--- src/rtl/dmac_pkg.sv ---
package dmac_pkg;
  localparam int NCH    = 4;
  localparam int CH_W   = $clog2(NCH);
  localparam int REG_W  = 16;
  localparam int MODE_W = 6;

  localparam logic [3:0] PORT_CMD    = 4'h8;
  localparam logic [3:0] PORT_MASK   = 4'hA;
  localparam logic [3:0] PORT_MODE   = 4'hB;
  localparam logic [3:0] PORT_CLRPTR = 4'hC;
  localparam logic [3:0] PORT_MCLR   = 4'hD;

  localparam logic [1:0] XFER_CASCADE = 2'b11;
endpackage

--- src/rtl/dmac_chan.sv ---
module dmac_chan #(
  parameter int REG_W = 16
) (
  input  logic             clk,
  input  logic             rst_n,
  input  logic             ld_addr,
  input  logic             ld_cnt,
  input  logic             ptr_hi,
  input  logic [7:0]       wdata,
  input  logic             step,
  input  logic             clr,
  output logic [REG_W-1:0] cur_addr,
  output logic [REG_W-1:0] cur_cnt,
  output logic             tc_flag,
  output logic             tc_pulse
);
  logic [REG_W-1:0] addr_q, addr_d, cnt_q, cnt_d;
  logic             tc_q, tc_d;

  assign tc_pulse = step && (cnt_q == '0) && !ld_cnt;

  always_comb begin
    addr_d = addr_q;
    cnt_d  = cnt_q;
    tc_d   = tc_q;
    if (ld_addr) begin
      if (ptr_hi) addr_d[15:8] = wdata;
      else        addr_d[7:0]  = wdata;
    end else if (step) begin
      addr_d = addr_q + 1'b1;
    end
    if (ld_cnt) begin
      if (ptr_hi) cnt_d[15:8] = wdata;
      else        cnt_d[7:0]  = wdata;
    end else if (step) begin
      cnt_d = cnt_q - 1'b1;
    end
    if (clr || ld_cnt) tc_d = 1'b0;
    else if (tc_pulse) tc_d = 1'b1;
  end

  always_ff @(posedge clk or negedge rst_n) begin
    if (!rst_n) begin
      addr_q <= '0;
      cnt_q  <= '0;
      tc_q   <= 1'b0;
    end else begin
      addr_q <= addr_d;
      cnt_q  <= cnt_d;
      tc_q   <= tc_d;
    end
  end

  assign cur_addr = addr_q;
  assign cur_cnt  = cnt_q;
  assign tc_flag  = tc_q;


  step_addr_inc_chk: assert property (@(posedge clk) disable iff (!rst_n)
    (step && !ld_addr) |=> (addr_q == $past(addr_q) + 1'b1));

  wrap_sets_tc_chk: assert property (@(posedge clk) disable iff (!rst_n)
    (step && !ld_cnt && !clr && cnt_q == '0) |=> (tc_q && cnt_q == '1));
endmodule

--- src/rtl/dmac_ctrl.sv ---
module dmac_ctrl
  import dmac_pkg::*;
(
  input  logic                clk,
  input  logic                rst_n,
  input  logic                sel,
  input  logic [3:0]          addr,
  input  logic [7:0]          wr_data,
  input  logic                wr_stb,
  input  logic                rd_stb,
  input  logic [NCH-1:0]      tc_pulse,
  output logic                ptr_hi,
  output logic                mclr,
  output logic [NCH-1:0]      mask,
  output logic [NCH*MODE_W-1:0] mode_flat,
  output logic [7:0]          cmd,
  output logic [NCH-1:0]      ld_addr,
  output logic [NCH-1:0]      ld_cnt
);
  logic wr_acc, rd_acc, chan_port, clrptr;
  logic ptr_q, ptr_d;
  logic [NCH-1:0] mask_q, mask_d;
  logic [MODE_W-1:0] mode_q [NCH];
  logic [MODE_W-1:0] mode_d [NCH];
  logic [7:0] cmd_q, cmd_d;
  logic [CH_W-1:0] wsel;

  assign wr_acc    = sel && wr_stb;
  assign rd_acc    = sel && rd_stb;
  assign chan_port = (addr < 4'(2*NCH));
  assign mclr      = wr_acc && (addr == PORT_MCLR);
  assign clrptr    = wr_acc && (addr == PORT_CLRPTR);
  assign wsel      = wr_data[CH_W-1:0];

  for (genvar n = 0; n < NCH; n++) begin : g_dec
    assign ld_addr[n] = wr_acc && (addr == 4'(2*n));
    assign ld_cnt[n]  = wr_acc && (addr == 4'(2*n+1));
    assign mode_flat[n*MODE_W +: MODE_W] = mode_q[n];
  end

  always_comb begin
    ptr_d  = ptr_q;
    mask_d = mask_q | tc_pulse;
    cmd_d  = cmd_q;
    for (int n = 0; n < NCH; n++) mode_d[n] = mode_q[n];
    if (mclr || clrptr) ptr_d = 1'b0;
    else if ((wr_acc || rd_acc) && chan_port) ptr_d = !ptr_q;
    if (mclr) begin
      mask_d = '1;
      cmd_d  = '0;
    end else begin
      if (wr_acc && addr == PORT_MASK) mask_d[wsel] = wr_data[2];
      if (wr_acc && addr == PORT_MODE) mode_d[wsel] = wr_data[7:2];
      if (wr_acc && addr == PORT_CMD)  cmd_d = wr_data;
    end
  end

  always_ff @(posedge clk or negedge rst_n) begin
    if (!rst_n) begin
      ptr_q  <= 1'b0;
      mask_q <= '1;
      cmd_q  <= '0;
      for (int n = 0; n < NCH; n++) mode_q[n] <= '0;
    end else begin
      ptr_q  <= ptr_d;
      mask_q <= mask_d;
      cmd_q  <= cmd_d;
      for (int n = 0; n < NCH; n++) mode_q[n] <= mode_d[n];
    end
  end

  assign ptr_hi = ptr_q;
  assign mask   = mask_q;
  assign cmd    = cmd_q;


  mclr_masks_all_chk: assert property (@(posedge clk) disable iff (!rst_n)
    mclr |=> (mask_q == '1 && cmd_q == '0 && !ptr_q));

  clrptr_low_chk: assert property (@(posedge clk) disable iff (!rst_n)
    clrptr |=> !ptr_q);

  ptr_toggle_chk: assert property (@(posedge clk) disable iff (!rst_n)
    ((wr_acc || rd_acc) && chan_port) |=> (ptr_q != $past(ptr_q)));

  idle_ptr_hold_chk: assert property (@(posedge clk) disable iff (!rst_n)
    !sel |=> $stable(ptr_q));

  mask_write_chk: assert property (@(posedge clk) disable iff (!rst_n)
    (wr_acc && addr == PORT_MASK) |=> (mask_q[$past(wsel)] == $past(wr_data[2])));
endmodule

--- src/rtl/dmac_regfile.sv ---
module dmac_regfile
  import dmac_pkg::*;
(
  input  logic                  clk,
  input  logic                  rst_n,
  input  logic                  sel,
  input  logic [3:0]            addr,
  input  logic [7:0]            wr_data,
  input  logic                  wr_stb,
  input  logic                  rd_stb,
  output logic [7:0]            rd_data,
  input  logic                  step,
  input  logic [CH_W-1:0]       step_chan,
  output logic [NCH-1:0]        chan_enable,
  output logic [NCH*MODE_W-1:0] chan_mode,
  output logic [NCH*REG_W-1:0]  chan_addr,
  output logic [NCH*REG_W-1:0]  chan_count,
  output logic [NCH-1:0]        tc_flag
);
  logic ptr_hi, mclr;
  logic [NCH-1:0] mask, ld_addr, ld_cnt, tc_pulse, step_vec;
  logic [7:0] cmd;
  logic [REG_W-1:0] cur_addr [NCH];
  logic [REG_W-1:0] cur_cnt  [NCH];
  logic [CH_W-1:0] rsel;
  logic [REG_W-1:0] rword;

  dmac_ctrl u_ctrl (
    .clk       (clk),
    .rst_n     (rst_n),
    .sel       (sel),
    .addr      (addr),
    .wr_data   (wr_data),
    .wr_stb    (wr_stb),
    .rd_stb    (rd_stb),
    .tc_pulse  (tc_pulse),
    .ptr_hi    (ptr_hi),
    .mclr      (mclr),
    .mask      (mask),
    .mode_flat (chan_mode),
    .cmd       (cmd),
    .ld_addr   (ld_addr),
    .ld_cnt    (ld_cnt)
  );

  for (genvar n = 0; n < NCH; n++) begin : g_chan
    assign step_vec[n] = step && (step_chan == CH_W'(n)) && !mask[n];

    dmac_chan #(.REG_W(REG_W)) u_chan (
      .clk      (clk),
      .rst_n    (rst_n),
      .ld_addr  (ld_addr[n]),
      .ld_cnt   (ld_cnt[n]),
      .ptr_hi   (ptr_hi),
      .wdata    (wr_data),
      .step     (step_vec[n]),
      .clr      (mclr),
      .cur_addr (cur_addr[n]),
      .cur_cnt  (cur_cnt[n]),
      .tc_flag  (tc_flag[n]),
      .tc_pulse (tc_pulse[n])
    );

    assign chan_addr[n*REG_W +: REG_W]  = cur_addr[n];
    assign chan_count[n*REG_W +: REG_W] = cur_cnt[n];
    assign chan_enable[n] = !mask[n] &&
      (chan_mode[n*MODE_W + MODE_W-1 -: 2] != XFER_CASCADE);


    tc_masks_chan_chk: assert property (@(posedge clk) disable iff (!rst_n)
      $rose(tc_flag[n]) |-> !chan_enable[n]);

    masked_step_hold_chk: assert property (@(posedge clk) disable iff (!rst_n)
      (step && step_chan == CH_W'(n) && !chan_enable[n] && !ld_addr[n] &&
       chan_mode[n*MODE_W + MODE_W-1 -: 2] != XFER_CASCADE)
      |=> $stable(cur_addr[n]));
  end

  assign rsel  = addr[CH_W:1];
  assign rword = addr[0] ? cur_cnt[rsel] : cur_addr[rsel];

  always_comb begin
    rd_data = '0;
    if (addr < 4'(2*NCH)) rd_data = ptr_hi ? rword[15:8] : rword[7:0];
    else if (addr == PORT_CMD) rd_data = cmd;
  end
endmodule

--- config.mk ---
export PLATFORM = sky130hd
export DESIGN_NAME = dmac_regfile
export DESIGN_NICKNAME = d
export VERILOG_FILES = /design/src/rtl/dmac_pkg.sv /design/src/rtl/dmac_chan.sv /design/src/rtl/dmac_ctrl.sv /design/src/rtl/dmac_regfile.sv
export SDC_FILE = /design/constraint.sdc
export NUM_CORES = 1
export LEC_CHECK = 0
export BUFFER_PORTS_ARGS = -buffer_cell sky130_fd_sc_hd__buf_4
export CORE_ASPECT_RATIO = 0.6
export CORE_MARGIN = 5
export CORE_UTILIZATION = 57
export DETAILED_ROUTE_END_ITERATION = 7
export GPL_ROUTABILITY_DRIVEN = 0
export PLACE_DENSITY = 0.87
export REMOVE_ABC_BUFFERS = 1
export SETUP_SLACK_MARGIN = 0.2
export SYNTH_ARGS = -nofsm -noshare
export SYNTH_HDL_FRONTEND = slang
export SYNTH_SLANG_ARGS = --single-unit
export TNS_END_PERCENT = 10
--- constraint.sdc ---
create_clock -name clk -period 2.31 [get_ports clk]
set_input_delay 0.1155 -clock clk [delete_from_list [all_inputs] [get_ports clk]]
set_output_delay 0.1155 -clock clk [all_outputs]
set_load 0.01 [all_outputs]
* Word-level counts from Yosys, hierarchy flattened
Cells that the tools add are included.
** Storage, ports and cells
- Register bits after elaboration :: 169
- Latch bits :: 0
- Bits in writable memories :: 0
- ROM bits :: 0
- Output and inout bits :: 168
- Memories :: 0
** Cells by class
- $add $sub $neg :: 8
- $mul :: 0
- Div/mod/pow operators :: 0
- Order comparisons :: 6
- Equality and inequality tests :: 35
- Shifts and indexed selects :: 0
- Muxes and demuxes :: 48
- Bitwise logic cells :: 4
- Reduce and logical (&&, ||, !) cells :: 90
** Operator list (number)
- 16-bit two-way mux :: 21
- 16-bit by 1-bit adder with 16-bit output, second input constant :: 4
- 16-bit binary-select mux with 2-bit select :: 2
- 16-bit logical NOT :: 4
- 16-bit by 1-bit subtractor with 16-bit output, second input constant :: 4
- 8-bit two-way mux :: 7
- 2-bit != test, second input constant :: 20
- 1-bit logical AND :: 38
- 2-bit AND reduction :: 17
- 2-bit nonzero test :: 14
- 24-bit bitwise mux :: 1
- 4-bit equality test, second input constant :: 5
- 4-bit by 3-bit equality test with 1-bit output, second input constant :: 4
- 6-bit demux with 2-bit select :: 1
- 1-bit two-way mux :: 11
- 1-bit logical NOT :: 9
- 4-bit by 2-bit equality test with 1-bit output, second input constant :: 2
- 4-bit two-way mux :: 2
- 3-bit >= comparator, second input constant :: 2
- 1-bit logical OR :: 6
- 6-bit two-way mux :: 1
- 2-bit inverter with 3-bit output :: 2
- 4-bit bitwise mux :: 1
- 2-bit equality test, second input constant :: 2
- other kinds (11) :: 11

* Depth between registers and ports, before layout
Gate-level depths: netlist of the first run.
- Depth after elaboration :: 9
- Mapped depth :: 9
- Gate-level depth less buffers :: 6

* By module
From an unflattened synthesis of the first run, not the netlist that was laid out.
** Unflattened totals
- Cell total of the unflattened synthesis :: 1290
- Area, all modules :: 11808.8 µm²
** By module, submodules not included
- dmac_chan :: times used 4, cells an instance 250, area an instance 2214.6 µm², sequential area each 825.8 µm²
- dmac_ctrl :: times used 1, cells an instance 123, area an instance 1647.8 µm², sequential area each 930.9 µm²
- dmac_regfile :: times used 1, cells an instance 167, area an instance 1302.5 µm², sequential area each 0.0 µm²

* Least setup slack after synthesis of the first run
Ideal clock, no wire load.
- Path type :: flip-flop to flip-flop
- Start point :: register g_chan[1].u_chan.cnt_q[2]
- End point :: register g_chan[1].u_chan.cnt_q[12]
- Setup time :: 0.142 ns
- Data arrival time :: 1.867 ns
- Slack :: 0.301 ns
- Cell stages (with the launch flop) :: 7
- Cells stage by stage :: dfrtp_1 -> buf_6 -> nor4_1 -> nand3b_1 -> or3_4 -> o311ai_0 -> o211ai_1
** Between the ends
- Word-level cells in the longest chain between the ends :: 3
** RTL lines
- start, declared :: line dmac_chan.sv:17 : logic [REG_W-1:0] addr_q, addr_d, cnt_q, cnt_d;
- start signal, assigned :: line dmac_chan.sv:49 : cnt_q <= cnt_d;
- 16-bit by 1-bit subtractor with 16-bit output :: line dmac_chan.sv:36 : cnt_d = cnt_q - 1'b1;
- 16-bit two-way mux :: line dmac_chan.sv:35 : end else if (step) begin
- 16-bit two-way mux :: line dmac_chan.sv:32 : if (ld_cnt) begin
No other way between the ends. The select of a mux whose other input is x is not followed.
A chain may end at the register's enable or synchronous reset.

* Worst setup path in the final report of the first run
- Start point :: register g_chan[0].u_chan.cnt_q[10]
- End point :: register u_ctrl.mask_q[0], in the netlist u_ctrl.mask[0]
** Between the ends
- Word-level cells in the longest chain between the ends :: 7
** RTL lines
- start, declared :: line dmac_chan.sv:17
- start signal, assigned :: line dmac_chan.sv:49
- 16-bit logical NOT * :: line dmac_chan.sv:20 : assign tc_pulse = step && (cnt_q == '0) && !ld_cnt;
- 1-bit logical AND * (2 in a row) :: line dmac_chan.sv:20
- 4-bit bitwise OR * :: line dmac_ctrl.sv:43 : mask_d = mask_q | tc_pulse;
- 4-bit bitwise mux :: line dmac_ctrl.sv:52 : if (wr_acc && addr == PORT_MASK) mask_d[wsel] = wr_data[2];
- 4-bit two-way mux * :: line dmac_ctrl.sv:52
- 4-bit two-way mux * :: line dmac_ctrl.sv:48 : if (mclr) begin
- via u_ctrl.mask_d[0] :: line dmac_ctrl.sv:22 : logic [NCH-1:0] mask_q, mask_d;
- end signal, assigned :: line dmac_ctrl.sv:66 : mask_q <= mask_d;
- end, declared :: line dmac_ctrl.sv:22
The timed path passes the listed nets; every way through them passes the cells marked *.

==> impl_metrics.yaml, run 1 <==
worst_setup_path:
  cp-end-kind: "register"
  critical_path_arrival_ps: 2560
  crit_type: "register to register"
  rr_endpoint: "u_ctrl.mask[0]"
  critPathMaxStageDelay_ps: 460
  critPathTopFamily: "simple AND/OR/NAND/NOR gates"
  timing.critical_path.buf_inv: 1
  cpMostUsedCell: "nor4_1"
  timing.rr.start: "g_chan[0].u_chan.cur_cnt[10]"
  rrSetupSlack_ps: 130
  cp-start-kind: "register"
  cp.required_ps: 2690
  slowest_stage: "dfrtp_1"
  crit_chain: "nor4_1 -> nand3_1 -> nor4_4 -> buf_4 -> nor4_1 -> a21oi_1"
  cp_max_fo: 6
  reg2regPathDepth: 6
sta:
  worst_pin_slew_ps: 832
  finalSetupViolations: 0
  hold_ws_ps: 90.9
  final-hold-violation-count: 0
  period_share_pct: 94.4
  maxSlewViolCount: 0
  setup_tns_ps: 0
  rsz0062_at_grt: "yes"
  slew_headroom_pct: 44.0
  fmax_mhz: 459
  fin_skew_ps: 7.75
  finalCriticalPeriod_ps: 2180
floorplanning:
  dieArea_sq_um: 22000
  placementRows: 39
  die_w_um: 188
  num_io_pins: 188
  initial_core_util_pct: 57.6
  coreArea_sq_um: 18900
  dieHeight_um: 117
synthesis:
  synth_enable_flop_cells: 0
  netlist_instances: 1275
  async_reset_ff_share_pct: 100
  synth_ff_type: "dfrtp_1"
  ys_types: 82
  syn-cell-area_sq_um: 10900
  synth_top_cell_by_area: "dfrtp_1"
  synth_area_leaders: "dfrtp_1, mux2i_1, nor2_1, a21oi_1, nand2_1"
  synth.avg_cell_area_sq_um: 8.53
  ys_ff_latch: 169
  synth.top_cell.area_share_pct: 38.0
  ys_seq_area_share_pct: 38.9
  yosys_warnings: 0
routing:
  met1Wirelength_um: 15600
  wl_met2_um: 16900
  wl_um: 41600
  vias: 12200
  routed.top_layer: "met4"
  drt-pass1-iter-count: 8
  avgViaCountPerCell: 7.11
  ant_nets: 0
  wl_met3_um: 7470
  drt_iter0_drc: 2219
  drc_errors: 21
  wl_per_cell_um: 24.2
worst_hold_path:
  holdPathStages: 2
  hold_end: "g_chan[2].u_chan.cur_cnt[3]"
  worstHoldStart: "wr_data[3]"
  hp-class: "primary input to register"
layout:
  fin_cells: 1722
  final_area_sq_um: 13400
  area_growth_pct: 23.3
  fill_cells: 1437
  final_layout_size_suffix_gt1_share_pct: 23.3
  finish.net_count: 1495
  antenna_cells: 0
placed_design:
  io_buffers: 187
  place_inst: 1683
  postPlaceCellArea_sq_um: 12700
  dp_hpwl_um: 29200
power_and_ir_drop:
  p_leak_nw: 5.93
  power_mw: 13.6
  p_per_area_nw_per_um2: 1020
  ir_drop_mv: 0.589
grt:
  track_usage_pct: 37.1
  grt_first_pass_wirelength_um: 64400
  grt_pass1_vias: 11400
  grt_start_max_net_pins: 62
  antenna_found_initial: 0
  grt-ovfl-total: 0
outcome:
  violations: "DRC"
  outcome: "complete, but fails checks"
clock_network:
  clk_pin_slew_ps: 70
  htreeDepth: 4
  clock_path_buffers: 2
  cts_tree: "done"
  cts_buffers: 17
  clkSinkCount: 169
  clock_latency_ps: 450
  root_buffer: "clkbuf_16"
run:
  cap_violations: 0
routing by layer:
layer	GRT usage [%]	vias up
li1	-	5170
met4	13.1	0
met5	0	-
met3	16.3	199
met2	53.2	1119
met1	50.5	5747
power breakdown:
part / total [mW] / switching (mW) / internal, mW
clock network: 2.91 / 1.31 / 1.60
logic: 5.40 / 2.95 / 2.46
registers: 5.34 / 1.52 / 3.81
cell usage after synthesis, drive strengths merged, types with 5 or more instances:
| master | instances |
|---|---|
| clkbuf | 49 |
| nand2b | 7 |
| a211oi | 16 |
| a21oi | 102 |
| mux2 | 24 |
| o21ai | 77 |
| nor2b | 5 |
| o22a | 13 |
| a41oi | 5 |
| ha | 12 |
| a211o | 5 |
| a21boi | 5 |
| nand3b | 5 |
| nand4 | 22 |
| dfrtp | 165 |
| nand3 | 61 |
| o211ai | 14 |
| a22oi | 29 |
| a2bb2oi | 6 |
| or4 | 8 |
| a31oi | 18 |
| a311oi | 6 |
| nand2 | 127 |
| or3 | 7 |
| and3 | 13 |
| nor4 | 13 |
| o22ai | 8 |
| inv | 28 |
| buf | 36 |
| a32oi | 9 |
| o221a | 5 |
| o311ai | 8 |
| mux2i | 70 |
| o32ai | 6 |
| nor2 | 152 |
| a22o | 5 |
| nor3 | 59 |
metrics by stage:
stage	setup slack, ps	utilization (%)
2_1_floorplan	12.9	-
3_3_place_gp	203	67.3
3_5_place_dp	68.1	67.3
4_1_cts	146	70.6
5_1_grt	107	71.0
6_report	130	71.0
worst max path at each step:
stage / from / endpoint / slack [ps] / depth (start not counted)
5_1_grt: u_ctrl.mask[0] / g_chan[0].u_chan.cur_cnt[4] / 110 / 4
6_report: g_chan[0].u_chan.cur_cnt[10] / u_ctrl.mask[0] / 130 / 6
4_1_cts: g_chan[0].u_chan.cur_cnt[5] / rd_data[5] / 150 / 6
3_3_place_gp: g_chan[1].u_chan.cur_cnt[4] / g_chan[1].u_chan.cur_cnt[12] / 200 / 5
3_5_place_dp: g_chan[1].u_chan.cur_cnt[4] / g_chan[1].u_chan.cur_cnt[12] / 70 / 5
2_1_floorplan: u_ctrl.ptr_hi / g_chan[2].u_chan.cur_cnt[1] / 10 / 4
layout by cell type (no fill, tap or decap), types with 6 or more instances in the layout:
| master | n |
|---|---|
| a211oi_1 | 15 |
| buf_4 | 246 |
| ha_1 | 12 |
| o211ai_1 | 14 |
| a22oi_1 | 28 |
| a32oi_1 | 9 |
| clkbuf_16 | 17 |
| inv_1 | 28 |
| or4_1 | 6 |
| a311oi_1 | 6 |
| o22a_1 | 13 |
| o32ai_1 | 6 |
| dfrtp_1 | 163 |
| nand3_1 | 61 |
| mux2_2 | 24 |
| nor3_1 | 55 |
| clkinvlp_4 | 7 |
| a2bb2oi_1 | 6 |
| o22ai_1 | 8 |
| nand2b_1 | 6 |
| a21oi_1 | 102 |
| o311ai_0 | 7 |
| nor4_1 | 10 |
| o21ai_0 | 73 |
| nand4_1 | 22 |
| and3_1 | 13 |
| nand2_1 | 127 |
| a31oi_1 | 18 |
| nor2_1 | 150 |
| mux2i_1 | 70 |
sequential cells by signal, summed over array words and instances (netlist names):
name                    flops
u_ctrl.mode_flat           24
g_chan.u_chan.cur_cnt      64
g_chan.u_chan.cur_addr     64
u_ctrl.cmd                  8
g_chan.u_chan.tc_flag       4
u_ctrl.ptr_hi               1
u_ctrl.mask                 4
final cells by class:
class | instances | area, sq um | share of cell area [%]
multi-input combinational | 993 | 6210 | 46.3
sequential | 169 | 4240 | 31.6
timing repair buffer | 254 | 1970 | 14.7
clock buffer | 19 | 433 | 3.23
tap | 246 | 308 | 2.30
clock inverter | 13 | 148 | 1.10
inverter | 28 | 105 | 0.784
cell families after synthesis:
family | count (synthesis) | share of synthesized area (%)
fa+ha+maj | 12 | 1.38
xor+xnor | 2 | 0.161
mux | 94 | 8.93
compound gates | 376 | 23.0
flops | 169 | 38.9
buf+inv | 113 | 4.48
simple gates | 509 | 23.1
what timing repair did:
| item | 4_1_cts | 5_1_grt |
|---|---|---|
| hold buffers | 3 | 0 |
| endpoints found under the hold margin | 49 | 0 |
| endpoints found under the setup margin | 8 | 23 |
| pin swaps | 0 | 4 |
| buffers inserted | 0 | 4 |
| resized for setup | 3 | 11 |
(Power assumes the default switching activity.)
==> run 2: changes to the inputs <==
- REMOVE_ABC_BUFFERS: 1 -> not set
==> impl_metrics.yaml, run 2 (synthesized netlist as in run 1, its figures left out) <==
sta:
  final-hold-violation-count: 0
  slew_headroom_pct: 45.2
  maxSlewViolCount: 0
  fmax_mhz: 451
  worst_pin_slew_ps: 816
  fin_skew_ps: 10.1
  rsz0062_at_grt: "yes"
  post-route-worst-setup-slack_ps: 90.5
  hold_ws_ps: 97.6
  setup_tns_ps: 0
  finalSetupViolations: 0
  finalCriticalPeriod_ps: 2220
  period_share_pct: 96.1
power_and_ir_drop:
  p_per_area_nw_per_um2: 1020
  pwr-share-clk_pct: 21.1
  p_int_mw: 7.77
  p_seq_share_pct: 39.1
  power_frac_comb_pct: 39.7
  p_sw_mw: 5.85
  switching_share_pct: 43.0
  ir_drop_mv: 0.602
  p_leak_nw: 5.91
worst_setup_path:
  rr_endpoint: "g_chan[1].u_chan.cur_addr[12]"
  cp-end-kind: "output port"
  cp_max_fo: 6
  rrSetupSlack_ps: 170
  crit_type: "register to output port"
  timing.rr.start: "g_chan[1].u_chan.cur_addr[0]"
  critical_path_arrival_ps: 2100
  cp-start-kind: "register"
  cp.required_ps: 2190
  reg2regPathDepth: 6
  critPathLaunch: "g_chan[2].u_chan.cur_addr[12]"
routing:
  wl_um: 41800
  drt_iter0_drc: 2213
  drc_errors: 0
  drt-pass1-iter-count: 8
  vias: 12100
  wl_per_cell_um: 24.3
  avgViaCountPerCell: 7.03
  ant_nets: 0
clock_network:
  root_buffer: "clkbuf_16"
  clkSinkCount: 169
  clock_path_buffers: 2
  clock_latency_ps: 450
  htreeDepth: 4
  cts_tree: "done"
  cts_buffers: 17
  clk_pin_slew_ps: 80
grt:
  antenna_found_initial: 0
  grt_pass1_vias: 11200
  grt_start_max_net_pins: 54
  track_usage_pct: 37.1
  grt_first_pass_wirelength_um: 64200
  grt-ovfl-total: 0
floorplanning:
  dieHeight_um: 117
  placementRows: 39
  die_w_um: 188
  dieArea_sq_um: 22000
  coreArea_sq_um: 18900
  num_io_pins: 188
  initial_core_util_pct: 57.6
outcome:
  outcome: "finished, final reports clean"
placed_design:
  pre_cts_slack_ps: 139
  dp_hpwl_um: 29600
  io_buffers: 187
layout:
  antenna_cells: 0
  final_cell_mix: "buf_4, dfrtp_1, nor2_1, nand2_1, a21oi_1"
  finish.net_count: 1490
  fill_cells: 1416
  final_layout_size_suffix_gt1_share_pct: 23.5
  area_growth_pct: 22.7
  layout_commonest_cell: "buf_4"
run:
  cap_violations: 0
worst_hold_path:
  worstHoldStart: "wr_data[3]"
  hp-class: "primary input to register"
  holdPathStages: 2
  hold_end: "g_chan[2].u_chan.cur_cnt[3]"
synthesis:
  syn-num-nets: 1307
run 2: worst max path at each step:
stage / end / slack (ps) / cells past startpoint
finish: rd_data[4] / 90 / 5
global route: rd_data[5] / 80 / 5
CTS: rd_data[4] / 160 / 6
detailed placement: g_chan[1].u_chan.cur_cnt[13] / 140 / 6
global placement: g_chan[1].u_chan.cur_cnt[15] / 250 / 6
floorplan: g_chan[1].u_chan.cur_cnt[12] / 300 / 6
run 2: power groups by stage:
stage / Combinational, mW / Clock, mW / Sequential, mW
finish: 5.42 / 2.88 / 5.33
global route: 5.78 / 2.98 / 5.43
CTS: 5.24 / 2.85 / 5.23
detailed placement: 5.18 / 0 / 5.25
global placement: 5.03 / 0 / 5.19
floorplan: 2.38 / 0 / 5.18
run 2: layout make-up:
class | count | area (sq um) | area share (%)
inverter | 28 | 105 | 0.788
clock buffer | 18 | 429 | 3.22
clock inverter | 14 | 138 | 1.03
tap | 246 | 308 | 2.31
timing repair buffer | 249 | 1910 | 14.3
sequential | 169 | 4240 | 31.8
multi-input combinational | 993 | 6210 | 46.6
run 2: stage by stage:
step / util [%] / instances / power [mW] / area (sq um)
2_1_floorplan: - / 1275 / 7.56 / 10900
3_3_place_gp: 67.1 / 1681 / 10.2 / 12700
3_5_place_dp: 67.1 / 1681 / 10.4 / 12700
4_1_cts: 70.3 / 1716 / 13.3 / 13300
5_1_grt: 70.6 / 1717 / 14.2 / 13300
6_report: 70.6 / 1717 / 13.6 / 13300
run 2: critical path, cell delays in order, from the launching register on:
cell and delay, ps:
dfrtp_1 490, mux2i_1 120, a22oi_1 580, nand3_1 150
nand3_1 170, buf_4 150
run 2: routing by layer:
| metal | GRT usage, % | vias up | share of wire [%] |
|---|---|---|---|
| met4 | 12.8 | 0 | 4.0 |
| li1 | - | 5160 | - |
| met1 | 51.3 | 5656 | 38 |
| met5 | 0 | - | 0 |
| met3 | 14.4 | 175 | 17 |
| met2 | 53.8 | 1087 | 41 |
run 2: what timing repair did:
item	in CTS	in global routing
setup endpoints to repair	12	41
pin swaps	0	1
gates cloned	0	0
setup buffers	0	1
hold buffers	3	0
gates resized for setup	4	14
hold endpoints to repair	50	0
